File: src/rtl/evd_pkg.sv
// Package: shared indices for the four evidence figures.
// Assumes consumers size per-pattern counts with cnt_width().
package evd_pkg;

    typedef enum int {
        EV_PRED = 0,
        EV_MISP = 1,
        EV_UNEX = 2,
        EV_COND = 3
    } ev_idx_e;

    localparam int EV_NUM = 4;

    // Width needed to hold a count from 0 to n inclusive.
    function automatic int cnt_width(input int n);
        return $clog2(n + 1);
    endfunction

endpackage

File: src/rtl/evd_popcount.sv
// Module: combinational population count of a W-bit vector.
// Assumes OW is large enough to hold the value W.
module evd_popcount #(
    parameter int W  = 16,
    parameter int OW = 5
) (
    input  logic [W-1:0]  vec,
    output logic [OW-1:0] cnt
);

    // Sum every bit of the input vector.
    always_comb begin
        cnt = '0;
        for (int i = 0; i < W; i++) begin
            cnt = cnt + OW'(vec[i]);
        end
    end

endmodule

File: src/rtl/evd_pattern_eval.sv
// Module: per-pattern evidence figures from two fail vectors, in one cycle.
// Assumes both vectors use 1 = failing output. Purely combinational.
module evd_pattern_eval
    import evd_pkg::*;
#(
    parameter int N  = 16,
    parameter int PW = cnt_width(N)
) (
    input  logic [N-1:0]             dut_fail,
    input  logic [N-1:0]             fm_fail,
    output logic [EV_NUM-1:0][PW-1:0] fig
);

    localparam int NMASK = 3;

    logic [NMASK-1:0][N-1:0]  mask;
    logic [NMASK-1:0][PW-1:0] pc;

    // Form the overlap, fault-only and device-only masks.
    always_comb begin
        mask[EV_PRED] = dut_fail & fm_fail;
        mask[EV_MISP] = fm_fail & ~dut_fail;
        mask[EV_UNEX] = dut_fail & ~fm_fail;
    end

    genvar g;
    generate
        for (g = 0; g < NMASK; g++) begin : g_pc
            evd_popcount #(.W(N), .OW(PW)) u_pc (
                .vec (mask[g]),
                .cnt (pc[g])
            );
        end
    endgenerate

    // Pass the counts through and derive the conditional minimum.
    always_comb begin
        fig[EV_PRED] = pc[EV_PRED];
        fig[EV_MISP] = pc[EV_MISP];
        fig[EV_UNEX] = pc[EV_UNEX];
        fig[EV_COND] = (pc[EV_PRED] < pc[EV_MISP]) ? pc[EV_PRED] : pc[EV_MISP];
    end

endmodule

File: src/rtl/evd_sat_acc.sv
// Module: saturating accumulator with synchronous clear.
// Assumes IW <= CW. Clear wins over enable.
module evd_sat_acc #(
    parameter int IW = 5,
    parameter int CW = 16
) (
    input  logic          clk,
    input  logic          rst_n,
    input  logic          clr,
    input  logic          en,
    input  logic [IW-1:0] inc,
    output logic [CW-1:0] total
);

    localparam logic [CW-1:0] MAXV = {CW{1'b1}};

    logic [CW:0]   wide_sum;
    logic [CW-1:0] next_sum;

    // Add with one guard bit and clamp at the ceiling.
    always_comb begin
        wide_sum = {1'b0, total} + {{(CW + 1 - IW){1'b0}}, inc};
        next_sum = wide_sum[CW] ? MAXV : wide_sum[CW-1:0];
    end

    // Hold, clear or accumulate the running total.
    always_ff @(posedge clk) begin
        if (!rst_n || clr) begin
            total <= '0;
        end else if (en) begin
            total <= next_sum;
        end
    end

endmodule

File: src/rtl/evidence_accum.sv
// Module: top of the evidence accumulator for one fault candidate.
// Assumes one pattern per cycle with pat_vld high. Totals are registered.
module evidence_accum
    import evd_pkg::*;
#(
    parameter int N_OUT = 16,
    parameter int CNT_W = 16
) (
    input  logic             clk,
    input  logic             rst_n,
    input  logic             clr,
    input  logic             pat_vld,
    input  logic             observ,
    input  logic [N_OUT-1:0] dut_fail,
    input  logic [N_OUT-1:0] fm_fail,
    output logic [CNT_W-1:0] pred_total,
    output logic [CNT_W-1:0] misp_total,
    output logic [CNT_W-1:0] unexp_total,
    output logic [CNT_W-1:0] cond_total,
    output logic             upd_vld
);

    localparam int PW = cnt_width(N_OUT);

    logic [EV_NUM-1:0][PW-1:0]    fig;
    logic [EV_NUM-1:0][CNT_W-1:0] tot;
    logic                         acc_en;

    evd_pattern_eval #(.N(N_OUT), .PW(PW)) u_eval (
        .dut_fail (dut_fail),
        .fm_fail  (fm_fail),
        .fig      (fig)
    );

    // Count only strobed patterns under which the candidate is observable.
    assign acc_en = pat_vld && observ;

    genvar g;
    generate
        for (g = 0; g < EV_NUM; g++) begin : g_acc
            evd_sat_acc #(.IW(PW), .CW(CNT_W)) u_acc (
                .clk   (clk),
                .rst_n (rst_n),
                .clr   (clr),
                .en    (acc_en),
                .inc   (fig[g]),
                .total (tot[g])
            );
        end
    endgenerate

    // Map the accumulator bank onto named outputs.
    assign pred_total  = tot[EV_PRED];
    assign misp_total  = tot[EV_MISP];
    assign unexp_total = tot[EV_UNEX];
    assign cond_total  = tot[EV_COND];

    // Flag the cycle after a pattern was taken in.
    always_ff @(posedge clk) begin
        if (!rst_n) begin
            upd_vld <= 1'b0;
        end else begin
            upd_vld <= pat_vld && !clr;
        end
    end

endmodule

File: config.mk
export PLATFORM = sky130hd
export DESIGN_NAME = evidence_accum
export DESIGN_NICKNAME = d
export VERILOG_FILES = /design/src/rtl/evd_pkg.sv /design/src/rtl/evd_popcount.sv /design/src/rtl/evd_pattern_eval.sv /design/src/rtl/evd_sat_acc.sv /design/src/rtl/evidence_accum.sv
export SDC_FILE = /design/constraint.sdc
export NUM_CORES = 1
export LEC_CHECK = 0
export BUFFER_PORTS_ARGS = -buffer_cell sky130_fd_sc_hd__buf_2
export CAP_MARGIN = 20
export CORE_ASPECT_RATIO = 1.75
export CORE_MARGIN = 2
export CORE_UTILIZATION = 25
export CTS_CLUSTER_DIAMETER = 50
export CTS_CLUSTER_SIZE = 30
export DETAILED_ROUTE_END_ITERATION = 16
export PLACE_DENSITY = 0.39
export SLEW_MARGIN = 15
export SYNTH_ARGS = -nofsm -noshare
export SYNTH_HDL_FRONTEND = slang
export SYNTH_SLANG_ARGS = --single-unit
File: constraint.sdc
create_clock -name clk -period 10.7 [get_ports clk]
set_clock_uncertainty 0.15 [all_clocks]
set_input_delay 0.535 -clock clk [delete_from_list [all_inputs] [get_ports clk]]
set_output_delay 0.535 -clock clk [all_outputs]
set_load 0.05 [all_outputs]
# Word level (Yosys, flattened, before mapping)
# Index checks and enable logic that the tools add are counted.
# Widths: inputs -> output; s select.
dict set report totals {
  ff_bits 65
  latch_bits 0
  ram_bits 0
  rom_bits 0
  input_bits 37
  out_inout_bits 65
  word_cells 70
  memories 0
}
dict set report classes {
  add_sub_neg 49
  mul 0
  div_mod_pow 0
  n_lt_le_gt_ge 1
  eq_ne 0
  shifts 0
  mux 5
  bitwise 5
  n_reduce_logical 5
}
# operator n
set ops {}
lappend ops {{$add 5x1->5} 33}
lappend ops {{$add 16x5->17} 4}
lappend ops {{$mux 16} 4}
lappend ops {{$and 16x16->16} 3}
lappend ops {{$not 16->16} 2}
lappend ops {{$add 4x1->5} 3}
lappend ops {{$add 3x1->4} 3}
lappend ops {{$add 2x1->3} 3}
lappend ops {{$add 1x1->2} 3}
lappend ops {{$lt 5x5->1} 1}
lappend ops {{$mux 5} 1}
lappend ops {{$logic_and 1x1->1} 2}
lappend ops {{$logic_not 1->1} 2}
lappend ops {{$logic_or 1x1->1} 1}

# Longest topological paths before layout
# Gate-level depths: netlist (run 1).
dict set report depth {
  ltp_word 21
  ltp_mapped 26
  depth_no_buf 26
}

# Cells and area by module
# Synthesis (run 1) repeated with hierarchy kept, for this count alone.
dict set report hier_totals {
  cells_unflattened 607
  area_unflattened_um2 5431.5
}
# module instances cells_each area_each_um2
set by_module_without_submodules {}
lappend by_module_without_submodules {evd_sat_acc 4 100 933.4}
lappend by_module_without_submodules {{evd_popcount (u_eval.g_pc[1].u_pc ...)} 2 45 396.6}
lappend by_module_without_submodules {evd_pattern_eval 1 69 475.5}
lappend by_module_without_submodules {{evd_popcount (u_eval.g_pc[0].u_pc)} 1 45 394.1}
lappend by_module_without_submodules {evidence_accum 1 3 35.0}

# Least setup slack after synthesis (run 1)
# Ideal clock, no wire load.
dict set report synth_timing {
  path_type {in2reg}
  from {input fm_fail[0]}
  to {register g_acc[3].u_acc.total[11]}
  arrival_time_ns 6.212
  required_ns 10.434
  path_slack_ns 4.222
  path_stages 23
  path_buffers 0
  cell_sequence {nor2b_1 -> fa_1 -> inv_1 -> fa_1 -> fa_1 -> fa_1 -> inv_1 -> ha_1 -> fa_1 -> inv_1 -> ha_1 -> a21o_1 -> a21oi_1 -> o21ai_1 -> mux2_2 -> ha_1 -> inv_1 -> fa_1 -> nor2b_1 -> o31a_1 -> o2111ai_1 -> nand2_1 -> o211a_1}
}
dict set report synth_via {
  elab_chain_cells 20
}
# item line_no
set synth_lines {}
lappend synth_lines {{start: declaration} evidence_accum.sv:15} ;# input logic [N_OUT-1:0] fm_fail,
lappend synth_lines {{$and 16x16->16, on equally long branches} {evd_pattern_eval.sv:21, evd_pattern_eval.sv:22}}
lappend synth_lines {{$add 1x1->2} evd_popcount.sv:15} ;# cnt = cnt + OW'(vec[i]);
lappend synth_lines {{$add 2x1->3} evd_popcount.sv:15}
lappend synth_lines {{$add 3x1->4} evd_popcount.sv:15}
lappend synth_lines {{$add 4x1->5} evd_popcount.sv:15}
lappend synth_lines {{$add 5x1->5 (11 in series)} evd_popcount.sv:15}
lappend synth_lines {{$lt 5x5->1} evd_pattern_eval.sv:41} ;# fig[EV_COND] = (pc[EV_PRED] < pc[EV_MISP]) ? pc[EV_PRED] : pc[EV_MISP];
lappend synth_lines {{$mux 5 *} evd_pattern_eval.sv:41}
lappend synth_lines {{$add 16x5->17 *} evd_sat_acc.sv:22} ;# wide_sum = {1'b0, total} + {{(CW + 1 - IW){1'b0}}, inc};
lappend synth_lines {{$mux 16 *} evd_sat_acc.sv:23} ;# next_sum = wide_sum[CW] ? MAXV : wide_sum[CW-1:0];
lappend synth_lines {{end signal: assignment} evd_sat_acc.sv:31} ;# total <= next_sum;
lappend synth_lines {{end: declaration} evd_sat_acc.sv:12} ;# output logic [CW-1:0] total
# Mark *: on every way between the ends. The rest lies on a longest branch, timed or not.
# A chain may end at the register's enable or synchronous reset.

# Worst setup path after layout (run 1)
dict set report layout_timing {
  from {input fm_fail[0]}
  to {register g_acc[3].u_acc.total[15]}
}
# The elaborated chain is that of the path after synthesis.

==> results.json, run 1 <==
{
  "outcome": "completed",
  "grt_pass1_vias": 4605,
  "cts_repair_resize_count": 0,
  "ys_types": 64,
  "synth_compound_area_share_pct": 20.7,
  "vias_per_cell": 4.88,
  "synthTopCellsByArea": "dfxtp_1, fa_1, ha_1, o221a_2, inv_1",
  "start_util_pct": 25.4,
  "hp-class": "in -> reg",
  "power.density_nw_per_um2": 179,
  "use_met3_pct": 2.13,
  "grt_start_max_net_pins": 38,
  "drcViolationCount": 0,
  "netlist_area_sq_um": 5140,
  "drt-total-wl_mm": 14.7,
  "gr-total-overflow": 0,
  "ioPinCount": 102,
  "postSynthAreaPerCell_sq_um": 9.19,
  "slew_violations": 0,
  "dieArea_sq_um": 21800,
  "fmaxAchievable_mhz": 148,
  "synth_top_area_share_pct": 25.3,
  "synth-async-reset-ratio_pct": 0,
  "dp_hpwl_mm": 11.8,
  "cts-buffers-inserted": 9,
  "min_from": "pat_vld",
  "wire_per_inst_um": 16.1,
  "h-tree-depth": 3,
  "cts-root-buf": "clkbuf_16",
  "multi_input_area_sq_um": 3630,
  "area.sequential_sq_um": 1300,
  "diodes": 0,
  "hold_end": "upd_vld$_SDFF_PN0_",
  "crit_fanout": 6,
  "r2r_start": "g_acc[2].u_acc.total[0]$_SDFFE_PP0P_",
  "crit_path_end_kind": "flop",
  "tightest_slew_ns": 0.806,
  "nNetsFinal": 771,
  "whs_path_depth": 2,
  "ctsLongestPathBuffers": 2,
  "nFillCells": 2168,
  "rsz0062_at_grt": "false",
  "yosys.area_share.adder_pct": 22.6,
  "antenna_found_initial": 0,
  "die_w_um": 112,
  "ir_drop_uv": 80.4,
  "crit_arrival_ns": 6.80,
  "reg2reg_to": "g_acc[2].u_acc.total[15]$_SDFFE_PP0P_",
  "cts_tree": "yes",
  "holdBufCountCts": 0,
  "drt_first_pass_iters": 4,
  "synth_top_cell_by_area": "dfxtp_1",
  "path_class": "in -> reg",
  "synth_simple_gate_area_share_pct": 21.2,
  "globalRouteMet1Util_pct": 15.2,
  "synthCells": 560,
  "worst_ep_required_time_ns": 10.74,
  "post-route-period-util_pct": 63.2,
  "ff2ff_path_depth": 12,
  "cp-start-kind": "input pin",
  "vias": 4466,
  "dieHeight_um": 194,
  "synth-seq-area-share_pct": 25.3,
  "synth_warnings": 0,
  "drt_iter0_markers": 197,
  "maxSlewHeadroom_pct": 46.2,
  "rows": 69,
  "portBuffers": 101,
  "synth_top_family_by_area": "adder cells",
  "grt_pass1_wl_mm": 23.9,
  "leakage_uw": 0.00288,
  "synthMuxAreaShare_pct": 2.26,
  "area.growth.synth_to_final_pct": 21.9,
  "synth_seq_cells": 65,
  "grt_util_met2_pct": 26.1,
  "setup-tns-final_ns": 0,
  "max-cap-violations": 0,
  "finalSetupViolCount": 0,
  "synth_edf_count": 0,
  "cts_setup_buffers": 0,
  "syn_nets": 669,
  "hold_violations": 0,
  "min_period_ns": 6.76,
  "drive_above_1_share_pct": 25.2,
  "clk_latency_ns": 0.34,
  "yosys.area_share.xor_xnor_pct": 3.75,
  "ant_nets": 0,
  "core-area_sq_um": 20300,
  "grt_usage_pct": 13.8,
  "rrSetupSlack_ns": 6.18,
  "ys.flop_type": "dfxtp_1",
  "cts_sinks": 65,
  "gp_congestion": 0.783,
  "power_uw": 1120,
  "grt-busiest-layer": "met2",
  "clk_pin_slew_ns": 0.06
}
[cells by family after synthesis]
kind of cell / Yosys count
multiplexers: 11
flip-flops: 65
XOR/XNOR: 22
adder cells (fa/ha/maj): 72
AO/OA/AOI/OAI: 138
AND/OR/NAND/NOR: 197
buffers and inverters: 55
[final cells by class]
type	count	area share (%)
clock buffers	9	3.59
well taps	248	4.95
inverters	43	2.57
multi-input cells	440	57.9
clock inverters	7	1.90
repair buffers	103	8.30
flip-flops and latches	65	20.8
[Yosys cell counts (12+ instances only)]
master and number:
dfxtp_1 65, inv_1 43, nand2_1 40, ha_1 37, fa_1 35, nor2_1 34, a21oi_1 27, nand2b_1 23
nor2b_1 19, o221a_2 19, o21ai_0 18, nor3_1 15, a211oi_1 13, and2_1 13, xor2_1 13, a21o_1 12
[critical path, stage by stage]
cell	delay (ns)
buf_2	0.11
nor2b_1	0.14
fa_1	0.54
inv_1	0.06
fa_1	0.56
fa_1	0.53
fa_1	0.55
inv_1	0.05
ha_1	0.21
fa_1	0.63
inv_1	0.07
ha_1	0.27
a21o_1	0.10
a21oi_1	0.06
o21ai_1	0.44
mux2_2	0.40
ha_1	0.22
inv_1	0.07
fa_1	0.20
nor2b_1	0.07
o31a_1	0.30
o2111ai_1	0.39
and4b_1	0.26
nor3_1	0.04
[report_power, final]
| group | switching, uW | leakage [uW] | internal (uW) |
|---|---|---|---|
| clock | 120 | 0.000162 | 228 |
| sequential | 5.08 | 0.000525 | 247 |
| combinational | 292 | 0.00219 | 233 |
[per-stage QoR]
| stage | instance area (sq um) | worst slack, ns | instances | hold slack [ns] | utilization [%] |
|---|---|---|---|---|---|
| 4_1_cts | 6270 | 3.91 | 915 | 0.300 | 30.9 |
| 5_1_grt | 6270 | 3.53 | 915 | 0.333 | 30.9 |
| 3_3_place_gp | 5930 | 3.70 | 899 | 0.369 | 29.2 |
| 3_5_place_dp | 5930 | 3.56 | 899 | 0.373 | 29.2 |
| 6_report | 6270 | 3.94 | 915 | 0.314 | 30.9 |
| 2_1_floorplan | 5140 | 4.22 | 560 | 0.507 | - |
[layer usage]
| metal | wire length (um) | share of wire (%) |
|---|---|---|
| met1 | 5890 | 40 |
| met2 | 8080 | 55 |
| met3 | 476 | 3.2 |
| met4 | 267 | 1.8 |
| met5 | 0 | 0 |
[placed cells by master, fill, tap and decap left out, types with 6 or more instances in the layout]
cell type / count
a211oi_1: 13
a21o_1: 12
a21oi_1: 27
a31oi_1: 6
and2_1: 13
and3_1: 8
buf_2: 101
clkbuf_16: 9
dfxtp_1: 65
fa_1: 35
ha_1: 37
inv_1: 43
mux2i_1: 6
nand2_1: 40
nand2b_1: 22
nand3_1: 11
nor2_1: 34
nor2b_1: 18
nor3_1: 15
o21ai_0: 18
o221a_2: 19
xnor2_1: 9
xor2_1: 13
[worst max path at each step]
stage	start	endpoint
2_1_floorplan	fm_fail[0]	g_acc[3].u_acc.total[11]$_SDFFE_PP0P_
4_1_cts	fm_fail[0]	g_acc[3].u_acc.total[15]$_SDFFE_PP0P_
6_report	fm_fail[0]	g_acc[3].u_acc.total[15]$_SDFFE_PP0P_
5_1_grt	fm_fail[0]	g_acc[3].u_acc.total[13]$_SDFFE_PP0P_
3_5_place_dp	fm_fail[0]	g_acc[3].u_acc.total[15]$_SDFFE_PP0P_
3_3_place_gp	fm_fail[0]	g_acc[3].u_acc.total[6]$_SDFFE_PP0P_
[state kept, by name, indices dropped and copies added, names as in the netlist]
signal and count:
upd_vld 1, g_acc.u_acc.total 64
Power figures use the tool's default switching activity.
==> inputs of run 2 (changes only) <==
--- a/config.mk
+++ b/config.mk
@@ -13,7 +13,7 @@
 export CTS_CLUSTER_DIAMETER = 50
 export CTS_CLUSTER_SIZE = 30
 export DETAILED_ROUTE_END_ITERATION = 16
-export PLACE_DENSITY = 0.39
+export PLACE_DENSITY = 0.41
 export SLEW_MARGIN = 15
 export SYNTH_ARGS = -nofsm -noshare
 export SYNTH_HDL_FRONTEND = slang
==> constraint.sdc (replaced) <==
create_clock -name clk -period 6 [get_ports clk]
set_clock_uncertainty 0.15 [all_clocks]
set_input_delay 0.3 -clock clk [delete_from_list [all_inputs] [get_ports clk]]
set_output_delay 0.3 -clock clk [all_outputs]
set_load 0.05 [all_outputs]
==> results.json, run 2 (same netlist as run 1, synthesis figures left out) <==
{
  "post-route-period-util_pct": 98.2,
  "path_class": "in -> reg",
  "finalSetupViolCount": 0,
  "vias": 4615,
  "antenna_found_initial": 0,
  "outcome": "completed",
  "leakage_uw": 0.00305,
  "dieArea_sq_um": 21800,
  "r2r_start": "g_acc[2].u_acc.total[0]$_SDFFE_PP0P_",
  "core-area_sq_um": 20300,
  "final_core_util_pct": 32.7,
  "largest_reg_flops": 64,
  "dp_hpwl_mm": 11.9,
  "rsz0062_at_grt": "true",
  "grt_usage_pct": 13.7,
  "tightest_slew_ns": 0.811,
  "h-tree-depth": 3,
  "drt_first_pass_iters": 4,
  "timing.final.ws_setup_ns": 0.105,
  "ant_nets": 0,
  "cts_sinks": 65,
  "finalHoldWorstSlack_ns": 0.0960,
  "drt_iter0_markers": 209,
  "ioPinCount": 102,
  "hold_violations": 0,
  "crit_path_end_kind": "flop",
  "start_util_pct": 25.4,
  "fmaxAchievable_mhz": 170,
  "clk_latency_ns": 0.33,
  "crit_arrival_ns": 5.92,
  "reg_top3": "g_acc.u_acc.total x64, upd_vld x1",
  "die_w_um": 112,
  "clk_pin_slew_ns": 0.06,
  "gr-total-overflow": 0,
  "drcViolationCount": 0,
  "pre_cts_slack_ns": -0.420,
  "setup-tns-final_ns": 0,
  "top_register": "g_acc.u_acc.total",
  "vias_per_cell": 4.90,
  "drive_above_1_share_pct": 33.0,
  "ir_drop_uv": 163,
  "min_period_ns": 5.89,
  "crit_fanout": 6,
  "hp-class": "in -> reg",
  "ctsLongestPathBuffers": 2,
  "reg2reg_to": "g_acc[2].u_acc.total[10]$_SDFFE_PP0P_",
  "grt_pass1_wl_mm": 24.3,
  "whs_path_depth": 2,
  "cts-root-buf": "clkbuf_16",
  "area.growth.synth_to_final_pct": 29.1,
  "cts_tree": "yes",
  "grt_pass1_vias": 4877,
  "mostFrequentLayoutCell": "buf_2",
  "nNetsFinal": 798,
  "portBuffers": 101,
  "hold_end": "upd_vld$_SDFF_PN0_",
  "ff2ff_path_depth": 12,
  "wire_per_inst_um": 15.6,
  "gp_congestion": 0.760,
  "grt_start_max_net_pins": 38,
  "drt-total-wl_mm": 14.7,
  "max-cap-violations": 0,
  "diodes": 0,
  "cts-buffers-inserted": 9,
  "power.density_nw_per_um2": 332,
  "worst_ep_required_time_ns": 6.03,
  "slew_violations": 0,
  "dieHeight_um": 194,
  "layout_common_cells": "buf_2, dfxtp_1, nand2_1, inv_1, nor2_1",
  "min_from": "pat_vld",
  "rows": 69,
  "cp-start-kind": "input pin",
  "rrSetupSlack_ns": 1.48,
  "maxSlewHeadroom_pct": 45.9
}
-- run 2: layout make-up --
| class | count | area, sq um |
|---|---|---|
| fillers | 2138 | 13600 |
| multi-input cells | 440 | 3810 |
| flip-flops and latches | 65 | 1300 |
| repair buffers | 130 | 743 |
| well taps | 248 | 310 |
| clock buffers | 15 | 308 |
| inverters | 43 | 161 |
| clock inverters | 1 | 5.00 |
-- run 2: worst max-delay path by stage --
stage | slack [ns] | end | startpoint | cells past startpoint
global placement | -0.36 | g_acc[3].u_acc.total[6]$_SDFFE_PP0P_ | dut_fail[0] | 24
global route | -0.08 | g_acc[3].u_acc.total[8]$_SDFFE_PP0P_ | fm_fail[3] | 25
CTS | 0.02 | g_acc[3].u_acc.total[11]$_SDFFE_PP0P_ | fm_fail[0] | 24
floorplan | 0.01 | g_acc[3].u_acc.total[6]$_SDFFE_PP0P_ | fm_fail[0] | 23
detailed placement | -0.42 | g_acc[3].u_acc.total[11]$_SDFFE_PP0P_ | dut_fail[0] | 24
finish | 0.11 | g_acc[3].u_acc.total[15]$_SDFFE_PP0P_ | fm_fail[3] | 25
-- run 2: where the power goes --
part	leakage (uW)	total [uW]	internal [uW]	switching, uW
combinational	0.00237	1210	601	612
clock	0.000158	540	347	193
sequential	0.000525	450	440	9.64
-- run 2: critical path: stages --
cell       delay, ns
buf_6           0.10
nor2b_4         0.12
fa_1            0.54
inv_2           0.04
fa_2            0.56
fa_2            0.45
fa_1            0.52
inv_1           0.04
ha_2            0.19
fa_2            0.55
inv_2           0.05
ha_4            0.22
a21o_1          0.18
a21oi_2         0.17
o21ai_4         0.10
mux2_4          0.32
ha_4            0.16
inv_2           0.05
fa_2            0.20
nor2b_2         0.05
o31a_1          0.33
buf_4           0.16
o2111ai_4       0.24
and4b_1         0.22
nor3_1          0.04
-- run 2: per-stage QoR --
| stage | instances | cell area [sq um] | power [uW] |
|---|---|---|---|
| floorplan | 560 | 5210 | 1270 |
| global placement | 922 | 6170 | 1620 |
| detailed placement | 922 | 6170 | 1640 |
| CTS | 939 | 6500 | 2220 |
| global route | 942 | 6640 | 2400 |
| finish | 942 | 6640 | 2200 |
-- run 2: metal layers --
metal	track usage (%)	share of wire (%)	up-vias
met4	5.69	2.1	0
met2	25.5	55	90
met5	0	0	-
li1	-	-	2270
met1	15.3	40	2239
met3	1.78	3.2	16
-- run 2: repair_timing --
| action | 4_1_cts | 5_1_grt |
|---|---|---|
| buffers inserted | 1 | 3 |
| hold buffers | 0 | 0 |
| endpoints found under the setup margin | 15 | 16 |
| pin swaps | 12 | 30 |
| gates cloned | 0 | 0 |
| gates resized for setup | 4 | 30 |
